### src/rtl/pu_pkg.sv
package pu_pkg;
    typedef enum logic [1:0] {
        RX_IDLE  = 2'd0,
        RX_START = 2'd1,
        RX_DATA  = 2'd2,
        RX_STOP  = 2'd3
    } rx_state_e;
endpackage

### src/rtl/pu_sync.sv
module pu_sync #(
    parameter int          STAGES    = 2,
    parameter logic        RESET_VAL = 1'b1
) (
    input  logic clk,
    input  logic rst_n,
    input  logic din,
    output logic dout
);
    logic [STAGES-1:0] chain_d, chain_q;

    always_comb begin
        chain_d = {chain_q[STAGES-2:0], din};
    end

    always_ff @(posedge clk or negedge rst_n) begin
        if (!rst_n) chain_q <= {STAGES{RESET_VAL}};
        else        chain_q <= chain_d;
    end

    assign dout = chain_q[STAGES-1];
endmodule

### src/rtl/pu_rx.sv
module pu_rx
    import pu_pkg::*;
#(
    parameter int CLKS_PER_BIT = 192,
    parameter int DATA_W       = 8
) (
    input  logic              clk,
    input  logic              rst_n,
    input  logic              rx_s,
    output logic              byte_valid,
    output logic [DATA_W-1:0] byte_out
);
    localparam int HALF = CLKS_PER_BIT / 2;
    localparam int CW   = $clog2(CLKS_PER_BIT);
    localparam int BW   = (DATA_W > 1) ? $clog2(DATA_W) : 1;

    typedef struct packed {
        rx_state_e         st;
        logic [CW-1:0]     cnt;
        logic [BW-1:0]     idx;
        logic [DATA_W-1:0] shreg;
        logic              prev;
        logic              valid;
        logic [DATA_W-1:0] data;
    } rx_s_t;

    rx_s_t rx_d, rx_q;

    always_comb begin
        rx_d       = rx_q;
        rx_d.valid = 1'b0;
        rx_d.prev  = rx_s;
        case (rx_q.st)
            RX_IDLE: begin
                if (rx_q.prev && !rx_s) begin
                    rx_d.st  = RX_START;
                    rx_d.cnt = '0;
                end
            end
            RX_START: begin
                if (rx_q.cnt == CW'(HALF - 1)) begin
                    rx_d.cnt = '0;
                    rx_d.idx = '0;
                    rx_d.st  = rx_s ? RX_IDLE : RX_DATA;
                end else begin
                    rx_d.cnt = rx_q.cnt + 1'b1;
                end
            end
            RX_DATA: begin
                if (rx_q.cnt == CW'(CLKS_PER_BIT - 1)) begin
                    rx_d.cnt   = '0;
                    rx_d.shreg = {rx_s, rx_q.shreg[DATA_W-1:1]};
                    if (rx_q.idx == BW'(DATA_W - 1)) rx_d.st  = RX_STOP;
                    else                             rx_d.idx = rx_q.idx + 1'b1;
                end else begin
                    rx_d.cnt = rx_q.cnt + 1'b1;
                end
            end
            default: begin
                if (rx_q.cnt == CW'(CLKS_PER_BIT - 1)) begin
                    rx_d.cnt = '0;
                    rx_d.st  = RX_IDLE;
                    if (rx_s) begin
                        rx_d.valid = 1'b1;
                        rx_d.data  = rx_q.shreg;
                    end
                end else begin
                    rx_d.cnt = rx_q.cnt + 1'b1;
                end
            end
        endcase
    end

    always_ff @(posedge clk or negedge rst_n) begin
        if (!rst_n) begin
            rx_q       <= '0;
            rx_q.st    <= RX_IDLE;
            rx_q.prev  <= 1'b1;
        end else begin
            rx_q <= rx_d;
        end
    end

    assign byte_valid = rx_q.valid;
    assign byte_out   = rx_q.data;


    valid_after_stop_chk: assert property (@(posedge clk) disable iff (!rst_n)
        rx_q.valid |-> $past(rx_q.st) == RX_STOP);


    start_window_chk: assert property (@(posedge clk) disable iff (!rst_n)
        (rx_q.st == RX_START) |-> (rx_q.cnt < CW'(HALF)));
endmodule

### src/rtl/pu_txpin.sv
module pu_txpin (
    input  logic clk,
    input  logic rst_n,
    input  logic wr_en,
    input  logic bit_in,
    output logic tx
);
    logic tx_d, tx_q;

    always_comb begin
        tx_d = wr_en ? bit_in : tx_q;
    end

    always_ff @(posedge clk or negedge rst_n) begin
        if (!rst_n) tx_q <= 1'b1;
        else        tx_q <= tx_d;
    end

    assign tx = tx_q;


    tx_follows_write_chk: assert property (@(posedge clk) disable iff (!rst_n)
        wr_en |=> tx_q == $past(bit_in));


    tx_hold_chk: assert property (@(posedge clk) disable iff (!rst_n)
        !wr_en |=> $stable(tx_q));
endmodule

### src/rtl/poll_uart_port.sv
module poll_uart_port #(
    parameter int          ADDR_W       = 8,
    parameter int          DATA_W       = 8,
    parameter int          CLKS_PER_BIT = 192,
    parameter int          SYNC_STAGES  = 2,
    parameter logic [7:0]  STAT_ADDR    = 8'hF8,
    parameter logic [7:0]  DATA_ADDR    = 8'hF9
) (
    input  logic              clk,
    input  logic              rst_n,
    input  logic [ADDR_W-1:0] io_addr,
    input  logic              io_wr,
    input  logic              io_rd,
    input  logic [DATA_W-1:0] io_wdata,
    output logic [DATA_W-1:0] io_rdata,
    input  logic              rx_pin,
    output logic              tx_pin
);
    localparam logic [ADDR_W-1:0] A_STAT = ADDR_W'(STAT_ADDR);
    localparam logic [ADDR_W-1:0] A_DATA = ADDR_W'(DATA_ADDR);

    logic              rx_s;
    logic              rx_valid;
    logic [DATA_W-1:0] rx_byte;
    logic              hit_stat, hit_data;
    logic              wr_data, rd_data;
    logic              ready_d, ready_q;

    assign hit_stat = (io_addr == A_STAT);
    assign hit_data = (io_addr == A_DATA);
    assign wr_data  = io_wr && hit_data;
    assign rd_data  = io_rd && hit_data;

    pu_sync #(.STAGES(SYNC_STAGES), .RESET_VAL(1'b1)) i_sync (
        .clk(clk), .rst_n(rst_n), .din(rx_pin), .dout(rx_s)
    );

    pu_rx #(.CLKS_PER_BIT(CLKS_PER_BIT), .DATA_W(DATA_W)) i_rx (
        .clk(clk), .rst_n(rst_n), .rx_s(rx_s),
        .byte_valid(rx_valid), .byte_out(rx_byte)
    );

    pu_txpin i_tx (
        .clk(clk), .rst_n(rst_n), .wr_en(wr_data),
        .bit_in(io_wdata[0]), .tx(tx_pin)
    );

    always_comb begin
        ready_d = ready_q;
        if (rd_data)  ready_d = 1'b0;
        if (rx_valid) ready_d = 1'b1;
    end

    always_ff @(posedge clk or negedge rst_n) begin
        if (!rst_n) ready_q <= 1'b0;
        else        ready_q <= ready_d;
    end

    always_comb begin
        io_rdata = '0;
        if (io_rd && hit_stat)      io_rdata = {{(DATA_W-1){1'b0}}, ready_q};
        else if (io_rd && hit_data) io_rdata = rx_byte;
    end


    read_clears_chk: assert property (@(posedge clk) disable iff (!rst_n)
        (rd_data && !rx_valid) |=> !ready_q);


    new_byte_wins_chk: assert property (@(posedge clk) disable iff (!rst_n)
        rx_valid |=> ready_q);


    ready_source_chk: assert property (@(posedge clk) disable iff (!rst_n)
        $rose(ready_q) |-> $past(rx_valid));


    idle_rdata_chk: assert property (@(posedge clk) disable iff (!rst_n)
        (!hit_stat && !hit_data) |-> (io_rdata == '0));
endmodule

### config.mk
export PLATFORM = sky130hd
export DESIGN_NAME = poll_uart_port
export DESIGN_NICKNAME = d
export VERILOG_FILES = /design/src/rtl/pu_pkg.sv /design/src/rtl/pu_sync.sv /design/src/rtl/pu_rx.sv /design/src/rtl/pu_txpin.sv /design/src/rtl/poll_uart_port.sv
export SDC_FILE = /design/constraint.sdc
export NUM_CORES = 1
export LEC_CHECK = 0
export ABC_AREA = 1
export BUFFER_PORTS_ARGS = -buffer_cell sky130_fd_sc_hd__buf_2
export CELL_PAD_IN_SITES_DETAIL_PLACEMENT = 1
export CELL_PAD_IN_SITES_GLOBAL_PLACEMENT = 1
export CORE_MARGIN = 5
export CORE_UTILIZATION = 44
export CTS_CLUSTER_SIZE = 16
export DETAILED_ROUTE_END_ITERATION = 10
export PLACE_DENSITY_LB_ADDON = 0.1
export SYNTH_ARGS = -nofsm -noshare
export SYNTH_HDL_FRONTEND = slang
export SYNTH_SLANG_ARGS = --single-unit
### constraint.sdc
create_clock -name clk -period 2.4 [get_ports clk]
set_input_delay 0.24 -clock clk [delete_from_list [all_inputs] [get_ports clk]]
set_output_delay 0.24 -clock clk [all_outputs]
set_load 0.03 [all_outputs]
=== Yosys cells after proc, flatten, opt, wreduce, memory -nomap -nowiden ===
Index checks and enable logic that the tools add are counted.

* Register bits after elaboration: 35
* Word-level logic and storage cells: 59
* Output and inout port bits: 9
* Input bits: 21

* Add/sub/neg operators: 2
* Bitwise operators: 1
* Mux-type cells: 20
* Equal/unequal tests: 12
* Reduce and logical (&&, ||, !) cells: 14

{| class="wikitable"
|+ Operators by type and width
! cell !! count
|-
| 8-bit two-way mux || 4
|-
| 10-bit case mux with 3 select lines || 1
|-
| 9-bit two-way mux || 3
|-
| 8-bit == test, second input constant || 3
|-
| 11-bit two-way mux || 1
|-
| 10-bit two-way mux || 1
|-
| 2-bit two-way mux || 5
|-
| 8-bit by 1-bit adder with 8-bit output, second input constant || 1
|-
| 8-bit by 7-bit == test with 1-bit output, second input constant || 1
|-
| 2-bit by 1-bit inequality test with 1-bit output, second input constant || 4
|-
| 3-bit two-way mux || 2
|-
| 3-bit case mux with 2 select lines || 1
|-
| 5-bit AND reduction || 1
|-
| 1-bit logical AND || 4
|-
| 4-bit AND reduction || 1
|-
| 2-bit nonzero test || 2
|-
| 3-bit by 1-bit adder with 3-bit output, second input constant || 1
|-
| 3-bit == test, second input constant || 1
|-
| 3-bit AND reduction || 1
|-
| 3-bit nonzero test || 1
|-
| 3-bit OR reduction || 1
|-
| 2-bit by 1-bit == test with 1-bit output, second input constant || 1
|-
| 2-bit == test, second input constant || 1
|-
| 2-bit logical NOT || 1
|-
| other kinds (5) || 6
|}

=== Logic depth before layout (Yosys ltp) ===
Gate-level depths: netlist (run 1).

* Word-level depth: 4
* Depth in mapped cells: 10
* Depth with buffers taken out: 10

=== Modules after synthesis ===
A second synthesis (run 1) with hierarchy kept.

* Cell total of the unflattened synthesis: 247
* Area total of the unflattened synthesis: 1985.7 µm²

{| class="wikitable"
|+ By module, submodules not included
! module !! times used !! area an instance (µm²) !! sequential area each (µm²) !! cells each
|-
| pu_rx || 1 || 1712.9 || 777.0 || 207
|-
| poll_uart_port || 1 || 178.9 || 25.0 || 33
|-
| pu_sync || 1 || 52.6 || 52.6 || 2
|-
| pu_txpin || 1 || 41.3 || 26.3 || 5
|}

=== Worst setup path before layout (run 1) ===
No wires, ideal clock.

* Path type: input-to-output
* Start: in io_addr[1]
* End: out io_rdata[0]
* Buffers on the path: 0
* Arrival time: 1.481 ns
* Setup slack: 0.679 ns
* Stages on the path: 5
* Required time: 2.160 ns
* Cell sequence: nor2_1 nand3_1 nor2_1 nand3_1 o21ai_0

* Longest elaborated chain between the ends: 4
* Elaborated cells on any way between the ends: 6
* Classes of those cells: 2 x eq/ne; 2 x mux; 2 x reduce/logical

{| class="wikitable"
|+ Ends and longest elaborated chain
! what !! line !! source
|-
| start, declared || poll_uart_port.sv:11 || <nowiki>input logic [ADDR_W-1:0] io_addr,</nowiki>
|-
| 8-bit == test || poll_uart_port.sv:30 || <nowiki>assign hit_data = (io_addr == A_DATA);</nowiki>
|-
| 1-bit logical AND || poll_uart_port.sv:62 || <nowiki>else if (io_rd && hit_data) io_rdata = rx_byte;</nowiki>
|-
| 8-bit two-way mux || poll_uart_port.sv:62 ||
|-
| 8-bit two-way mux (*) || poll_uart_port.sv:61 || <nowiki>if (io_rd && hit_stat) io_rdata = {{(DATA_W-1){1'b0}}, ready_q};</nowiki>
|-
| end, declared || poll_uart_port.sv:15 || <nowiki>output logic [DATA_W-1:0] io_rdata,</nowiki>
|}

Every way passes the cells marked *; elsewhere a longest branch is shown, timed or not.

=== Worst setup path in the final report (run 1) ===
Ends and elaborated chain as after synthesis.

==> results.json, run 1 <==
{
  "fin_nets": 263,
  "swShare": 0.343,
  "hold_viol_final": 0,
  "synth_cell_types": 24,
  "cts-resized-gates": 0,
  "end_kind": "output pin",
  "clk_pin_slew_ns": 0.07,
  "r2r_slack_ns": 0.79,
  "portBuffers": 22,
  "worstMarginPinSlew_ns": 0.771,
  "die_h_um": 73.0,
  "power_density_mw_per_mm2": 758,
  "min_period_over_period": 0.718,
  "postRouteAntennaNets": 0,
  "max-cap-violations": 0,
  "routed_wl_um": 3800,
  "post-route-min-period_ns": 1.72,
  "cts_setup_buffers": 0,
  "pwr-share-comb": 0.237,
  "htree_levels": 2,
  "place_inst": 280,
  "cp-start-kind": "primary input",
  "wl_per_cell_um": 13.2,
  "slowest_delay_ns": 0.31,
  "cts_sinks": 35,
  "viasPerCell": 5.00,
  "synth_top_cell_area_share": 0.444,
  "peakVddDrop_mv": 0.526,
  "setup_violations": 0,
  "p_seq_frac": 0.451,
  "syn_area_per_cell_um2": 8.23,
  "hold_path_class": "primary input to async pin",
  "cp.required_ns": 2.16,
  "die_x_um": 73.0,
  "grt-ovfl-total": 0,
  "arrival_ns": 1.48,
  "clk_latency_ns": 0.28,
  "finClkSkew_ns": 0.00393,
  "synth_seq_area_share": 0.505,
  "first_global_vias": 1569,
  "power.leakage_nw": 1.07,
  "diodes": 0,
  "cts_buffers": 5,
  "grt_pass1_wl_um": 7160,
  "synthesis.area_mm2": 0.00175,
  "firstDrtPassIters": 4,
  "fp.coreArea_mm2": 0.00374,
  "synthTopCellsByArea": "dfrtp_1 (44%), nand2_1 (15%), o21ai_0 (6.9%), dfstp_2 (6.0%), inv_1 (5.6%)",
  "cts_root_buf": "clkbuf_8",
  "crit_path_top_delay_cell": "nand3_1",
  "gp_congestion": 0.838,
  "place_area_mm2": 0.00189,
  "cts_hold_buf": 0,
  "final_cell_mix": "nand2_1 (71), dfrtp_1 (31), inv_1 (26)",
  "synth_top_area_cell": "dfrtp_1",
  "cts_max_path_buffers": 2,
  "switchingPower_mw": 0.519,
  "status": "complete, no violations",
  "initial_utilization": 0.466,
  "place_ws_ns": 0.659,
  "grt_start_max_net_pins": 36,
  "syn-instance-count": 212,
  "drc_errors": 0,
  "layout_commonest_cell": "nand2_1",
  "dp_hpwl_um": 2890,
  "syn_to_final_growth_pct": 14.4,
  "tritoncts": "yes",
  "cp_max_fo": 9,
  "pin_count": 30,
  "finalSetupTns_ns": 0,
  "design_area_mm2": 0.00200,
  "path_class": "primary input to output pin",
  "slew-limit-headroom": 0.486,
  "grt_setup_unrepaired": "false",
  "drive_gt1_frac": 0.204,
  "synth_nets": 236,
  "ys_warn_count": 0,
  "track_usage": 0.171,
  "die_area_mm2": 0.00533,
  "intPower_mw": 0.994,
  "crit_chain": "buf_2 > nor2_1 > nand3_1 > nor2_1 > nand3_1 > o21ai_0 > buf_2",
  "final_cells": 288,
  "vias": 1440,
  "fmax_ghz": 0.580,
  "drt-initial-drc-count": 58,
  "antenna_found_initial": 0,
  "ys_seq_elements": 35,
  "num_rows": 22,
  "clkPwrFrac": 0.312,
  "slew_violations": 0,
  "setup_slack_ns": 0.677
}
state kept, by name (all words and copies together) (netlist names):
| name | flops |
|---|---|
| ready_q | 1 |
| i_tx.tx | 1 |
| i_sync.chain_q | 2 |
| i_rx.byte_valid | 1 |
| i_rx.byte_out | 8 |
| i_rx.rx_q | 22 |
cell type report:
class                   instances  area, um2
fillers                       479       1750
repair buffers                 22        110
clock inverters                 1       7.51
inverters                      27        101
well taps                      48       60.1
flip-flops and latches         35        881
multi-input cells             148        741
clock buffers                   7       96.3
layer usage:
metal	GRT usage	wire, um	vias up
met5	0	0	-
met4	0.0594	46	0
met3	0.0344	136	5
met2	0.286	1930	19
met1	0.217	1690	696
li1	-	-	720
critical path, delay by kind of cell:
kind	cells	cell delay, ns
and+or+nand+nor	4	0.67
buffers and inverters	2	0.32
AOI/OAI and AO/OA	1	0.25
kinds of logic (layout without fill, tap and decap cells):
kind of cell / after synthesis / after routing / share of synthesized area
AND/OR/NAND/NOR: 113 / 113 / 0.297
flip-flops: 35 / 35 / 0.505
AO/OA/AOI/OAI: 29 / 29 / 0.0903
buffers and inverters: 29 / 57 / 0.0710
adder cells (fa/ha/maj): 3 / 3 / 0.0215
XOR/XNOR: 3 / 3 / 0.0151
worst paths after layout:
path,from,to,depth (start not counted)
min in group clk,rx_pin,i_sync.chain_q[0],1
max,io_addr[1],io_rdata[0],7
min,rst_n,i_rx.rx_q[21],1
max reg2reg,i_rx.rx_q[21],i_rx.rx_q[19],7
min reg2reg,i_sync.chain_q[0],i_sync.chain_q[1],0
max in group asynchronous,rst_n,i_rx.byte_out[3],1
synth_stat cells:
master / instances
nand4_1: 1
o21ai_0: 24
o21ai_2: 1
nand2_1: 71
nor2_1: 17
ha_1: 3
dfrtp_1: 31
o21ai_1: 1
nand3_2: 2
nor3_1: 1
o221ai_1: 1
dfstp_2: 4
a21o_1: 1
nand2_4: 1
nand3_1: 10
nand2_2: 4
inv_1: 26
nand3b_4: 1
buf_6: 2
inv_2: 1
nor2_4: 4
nor2_2: 1
o21a_1: 1
xor2_1: 3
per-stage QoR:
stage / hold WS (ns) / total power, mW / utilization
after global placement: 0.347 / 1.02 / 0.506
final: 0.0285 / 1.51 / 0.533
after CTS: 0.0424 / 1.53 / 0.533
after floorplan: -0.0556 / 0.934 / -
after detailed placement: 0.347 / 1.06 / 0.506
after global routing: 0.0368 / 1.63 / 0.533
power by group through the flow:
stage                     Combinational (mW)  Clock (mW)  Sequential [mW]
after detailed placement               0.362           0            0.693
after CTS                              0.366       0.483            0.683
after global routing                   0.416       0.527            0.686
final                                  0.359       0.472            0.683
after floorplan                        0.255           0            0.679
after global placement                 0.331           0            0.688
(Power assumes the default switching activity.)
==> inputs of run 2 (changes only) <==
CORE_UTILIZATION = 41   (was 44)
clock period = 1.71 ns   (was 2.4 ns; I/O delays follow)
==> run 2 against run 1 <==
Against the previous run:
- wire length up 0.58%
- first-iteration DRC count down 29%
- design area up 2.6%
- setup slack worse by 0.56 ns
- sequential cell count unchanged
- largest cell class unchanged
==> results.json, run 2 (same netlist as run 1, synthesis figures left out) <==
{
  "final_cell_mix": "nand2_1 (71), dfrtp_1 (31), inv_1 (26)",
  "end_kind": "flip-flop",
  "slowest_delay_ns": 0.39,
  "min_period_over_period": 0.929,
  "crit_chain": "ha_1 > nand2_2 > nor2_4 > nand2_4 > nand2_2 > nand3_2 > nand2_1 > o21ai_0",
  "r2r-end": "i_rx.rx_q[18]",
  "r2r_start": "i_rx.rx_q[21]",
  "max-cap-violations": 0,
  "cp.required_ns": 1.87,
  "grt_setup_unrepaired": "true",
  "path_delay_family": "simple AND/OR/NAND/NOR gates",
  "postLayoutCoreUtil": 0.505,
  "clk_pin_slew_ns": 0.07,
  "die_area_mm2": 0.00566,
  "place_area_mm2": 0.00190,
  "design_area_mm2": 0.00205,
  "peakVddDrop_mv": 0.675,
  "num_rows": 23,
  "antenna_found_initial": 0,
  "die_x_um": 75.2,
  "worstHoldStart": "io_wdata[0]",
  "wl_per_cell_um": 13.0,
  "crit_buf_inv": 0,
  "fmax_ghz": 0.629,
  "r2r_slack_ns": 0.12,
  "fp.coreArea_mm2": 0.00406,
  "power.leakage_nw": 1.09,
  "vias": 1466,
  "drive_gt1_frac": 0.213,
  "nFillCells": 530,
  "routed_wl_um": 3830,
  "slew-limit-headroom": 0.486,
  "final-seq-area_um2": 881,
  "layout_commonest_cell": "nand2_1",
  "cts_root_buf": "clkbuf_8",
  "die_h_um": 75.2,
  "first_global_vias": 1528,
  "grt_pass1_wl_um": 6600,
  "crit_path_top_delay_cell": "dfrtp_1",
  "drt-initial-drc-count": 41,
  "hold_viol_final": 0,
  "htree_levels": 2,
  "pin_count": 30,
  "post-route-min-period_ns": 1.59,
  "gp_congestion": 0.725,
  "holdWs_ns": 0.109,
  "diodes": 0,
  "multi_input_area_um2": 749,
  "power_mw": 2.24,
  "status": "complete, no violations",
  "drc_errors": 0,
  "syn_to_final_growth_pct": 17.4,
  "arrival_ns": 1.75,
  "clk_latency_ns": 0.29,
  "tritoncts": "yes",
  "worst_hold_path.endpoint": "i_tx.tx",
  "postRouteAntennaNets": 0,
  "power_density_mw_per_mm2": 1090,
  "r2r_cells": 8,
  "worstMarginPinSlew_ns": 0.771,
  "largest_reg_flops": 22,
  "hold_path_class": "primary input to flip-flop",
  "cp-start-kind": "flip-flop",
  "firstDrtPassIters": 4,
  "fin_nets": 267,
  "portBuffers": 22,
  "grt-ovfl-total": 0,
  "grt_start_max_net_pins": 36,
  "cts_sinks": 35,
  "hold_path_depth": 3,
  "cts_buffers": 5,
  "slew_violations": 0,
  "cp_max_fo": 11,
  "viasPerCell": 4.99,
  "largest_register": "i_rx.rx_q",
  "crit_top_cell": "nand2_2",
  "track_usage": 0.153,
  "initial_utilization": 0.430,
  "setup_violations": 0,
  "cts_max_path_buffers": 2,
  "finClkSkew_ns": 0.00912,
  "path_class": "flip-flop to flip-flop",
  "dp_hpwl_um": 2830
}
-- run 2: changes by cell type in the layout (fill, tap and decap cells not counted), moves of 2 or more --
cell	delta
dlygate4sd3_1	+2
o21ai_1	+2
o21ai_0	-2
nor2_2	+2
-- run 2: metal layers --
metal	routed length, um	up-vias	global-route usage
met2	1890	32	0.272
met5	0	-	0
li1	-	724	-
met3	248	5	0.0414
met1	1630	705	0.179
met4	55	0	0.0505
-- run 2: metrics by stage --
stage,TNS (ns),worst slack (ns),instances
global placement,0,0.177,282
CTS,0,0.0697,292
global route,-0.00455,-0.00455,294
floorplan,0,0.127,212
finish,0,0.121,294
detailed placement,0,0.103,282
-- run 2: power breakdown --
group          internal (mW)  total, mW  switching, mW
Combinational          0.149      0.513          0.365
Clock                  0.472      0.769          0.297
Sequential             0.885      0.954         0.0693
Total                   1.51       2.24          0.731
-- run 2: worst max-delay path by stage --
stage / start / to / cells after the start
3_3_place_gp: i_rx.rx_q[21] / i_rx.rx_q[22] / 8
6_report: i_rx.rx_q[21] / i_rx.rx_q[18] / 8
4_1_cts: i_rx.rx_q[21] / i_rx.rx_q[18] / 7
3_5_place_dp: i_rx.rx_q[21] / i_rx.rx_q[18] / 7
5_1_grt: i_rx.rx_q[21] / i_rx.rx_q[29] / 8
2_1_floorplan: io_addr[1] / io_rdata[0] / 5
-- run 2: cell type report --
cell class / count / area share
tap: 50 / 0.0305
timing repair buffer: 25 / 0.0672
multi-input combinational: 149 / 0.366
sequential: 35 / 0.430
clock buffer: 6 / 0.0403
clock inverter: 2 / 0.0171
inverter: 27 / 0.0495
-- run 2: worst reg2reg max path, delay by kind of cell (launching register included) --
kind,cells,cell delay (ns)
and+or+nand+nor,6,0.75
DFF,1,0.39
adders and majority gates,1,0.22
AOI/OAI and AO/OA,1,0.09
-- run 2: repair_timing --
item                                    CTS  global route
gates resized for setup                   0             3
endpoints found under the hold margin    32             0
hold buffers                              2             0
buffers inserted                          0             1
endpoints found under the setup margin    0             8
==> inputs of run 3 (changes only) <==
BUFFER_PORTS_ARGS = not set   (was -buffer_cell sky130_fd_sc_hd__buf_2)
CORE_UTILIZATION = 46   (was 41)
DONT_BUFFER_PORTS = 1   (was not set)
SETUP_SLACK_MARGIN = 0.2   (was not set)
==> run 3 against run 2 <==
Against the previous run:
- design area up 5.2%
- sequential power up 2.6%
- maximum frequency up 8.4%
- sequential cell count unchanged
==> results.json, run 3 (same netlist as run 1, synthesis figures left out) <==
{
  "worstHoldStart": "io_wr",
  "crit_path_top_delay_cell": "dfrtp_1",
  "antenna_found_initial": 0,
  "largest_register": "i_rx.rx_q",
  "nFillCells": 435,
  "setup_slack_ns": 0.244,
  "postLayoutCoreUtil": 0.589,
  "clk_pin_slew_ns": 0.07,
  "finClkSkew_ns": 0.00708,
  "design_area_mm2": 0.00216,
  "path_class": "flip-flop to flip-flop",
  "track_usage": 0.188,
  "portBuffers": 0,
  "clk_latency_ns": 0.29,
  "end_kind": "flip-flop",
  "worstMarginPinSlew_ns": 0.325,
  "holdWs_ns": 0.0571,
  "wl_per_cell_um": 15.0,
  "fmax_ghz": 0.682,
  "routed_wl_um": 4300,
  "die_area_mm2": 0.00513,
  "power.leakage_nw": 1.11,
  "cp-start-kind": "flip-flop",
  "grt_pass1_wl_um": 7470,
  "cts_root_buf": "clkbuf_8",
  "arrival_ns": 1.64,
  "drive_gt1_frac": 0.256,
  "grt-ovfl-total": 0,
  "place_inst": 266,
  "htree_levels": 2,
  "slew-limit-headroom": 0.783,
  "viasPerCell": 5.20,
  "peakVddDrop_mv": 0.979,
  "path_delay_family": "simple AND/OR/NAND/NOR gates",
  "num_rows": 22,
  "slew_violations": 0,
  "cp.required_ns": 1.88,
  "setup_violations": 0,
  "post-route-min-period_ns": 1.47,
  "firstDrtPassIters": 4,
  "fin_nets": 261,
  "hold_path_depth": 2,
  "first_global_vias": 1639,
  "dp_hpwl_um": 2850,
  "final_cells": 286,
  "power_mw": 2.23,
  "finalSetupTns_ns": 0,
  "pin_count": 30,
  "fp.coreArea_mm2": 0.00366,
  "drc_errors": 0,
  "final-seq-area_um2": 882,
  "place_ws_ns": 0.0352,
  "postRouteAntennaNets": 0,
  "vias": 1486,
  "initial_utilization": 0.477,
  "final_cell_mix": "nand2_1 (60), dfrtp_1 (30), inv_1 (26)",
  "crit_top_cell": "nand2_4",
  "crit_chain": "ha_4 > nand2_4 > nor2_4 > nand2_4 > nand2_4 > nand2_1 > o21ai_2 > nand2_1",
  "cts_buffers": 5,
  "hold_path_class": "primary input to flip-flop",
  "place_area_mm2": 0.00184,
  "min_period_over_period": 0.857,
  "slowest_delay_ns": 0.40,
  "r2r-end": "i_rx.rx_q[30]",
  "cts_sinks": 35,
  "r2r_cells": 8,
  "r2r_slack_ns": 0.24,
  "crit_buf_inv": 0,
  "multi_input_area_um2": 831,
  "drt-initial-drc-count": 100,
  "largest_reg_flops": 22,
  "max-cap-violations": 0,
  "worst_hold_path.endpoint": "i_tx.tx",
  "die_h_um": 71.6,
  "r2r_start": "i_rx.rx_q[21]",
  "cp_max_fo": 7,
  "grt_setup_unrepaired": "true",
  "hold_viol_final": 0,
  "cts_max_path_buffers": 2,
  "die_x_um": 71.6,
  "gp_congestion": 0.827,
  "grt_start_max_net_pins": 36,
  "status": "complete, no violations",
  "syn_to_final_growth_pct": 23.5,
  "power_density_mw_per_mm2": 1030,
  "diodes": 0,
  "layout_commonest_cell": "nand2_1",
  "tritoncts": "yes"
}
-- run 3: cell count changes in the layout (fill, tap and decap cells not counted), sizes merged --
cell | before | now
bufinv | 1 | 0
dlygate4sd3 | 2 | 3
nor2 | 23 | 22
buf | 23 | 17
clkbuf | 6 | 7
-- run 3: worst max-delay path by stage --
stage / from / end / slack [ns] / cells after the start
after detailed placement: i_rx.rx_q[21] / i_rx.rx_q[30] / 0.04 / 8
after global routing: i_rx.rx_q[21] / i_rx.rx_q[19] / 0.14 / 7
after global placement: i_rx.rx_q[21] / i_rx.rx_q[22] / 0.17 / 8
final: i_rx.rx_q[21] / i_rx.rx_q[30] / 0.24 / 8
after CTS: i_rx.rx_q[22] / i_rx.rx_q[30] / 0.21 / 8
after floorplan: i_rx.rx_q[21] / i_rx.rx_q[17] / 0.33 / 8
-- run 3: cell type report --
type,instances,area share
Timing Repair Buffer,20,0.0882
Tap cell,48,0.0279
Sequential cell,35,0.409
Inverter,27,0.0470
Clock inverter,1,0.00232
Multi-Input combinational cell,148,0.385
Clock buffer,7,0.0400
-- run 3: what timing repair did --
item,4_1_cts,5_1_grt
hold buffers,3,1
endpoints found under the setup margin,25,28
buffers inserted,6,2
hold endpoints to repair,36,1
gates resized for setup,9,22
pin swaps,5,4
gates cloned,0,0
-- run 3: layer usage --
metal	up-vias	share of wire	GRT usage
met5	-	0	0
met4	0	0.019	0.0814
met3	7	0.044	0.0519
met2	24	0.53	0.334
met1	738	0.40	0.209
li1	717	-	-
-- run 3: where the power goes --
group / internal [mW] / switching (mW)
registers: 0.887 / 0.0921
clock network: 0.325 / 0.284
logic: 0.216 / 0.426
total: 1.43 / 0.803
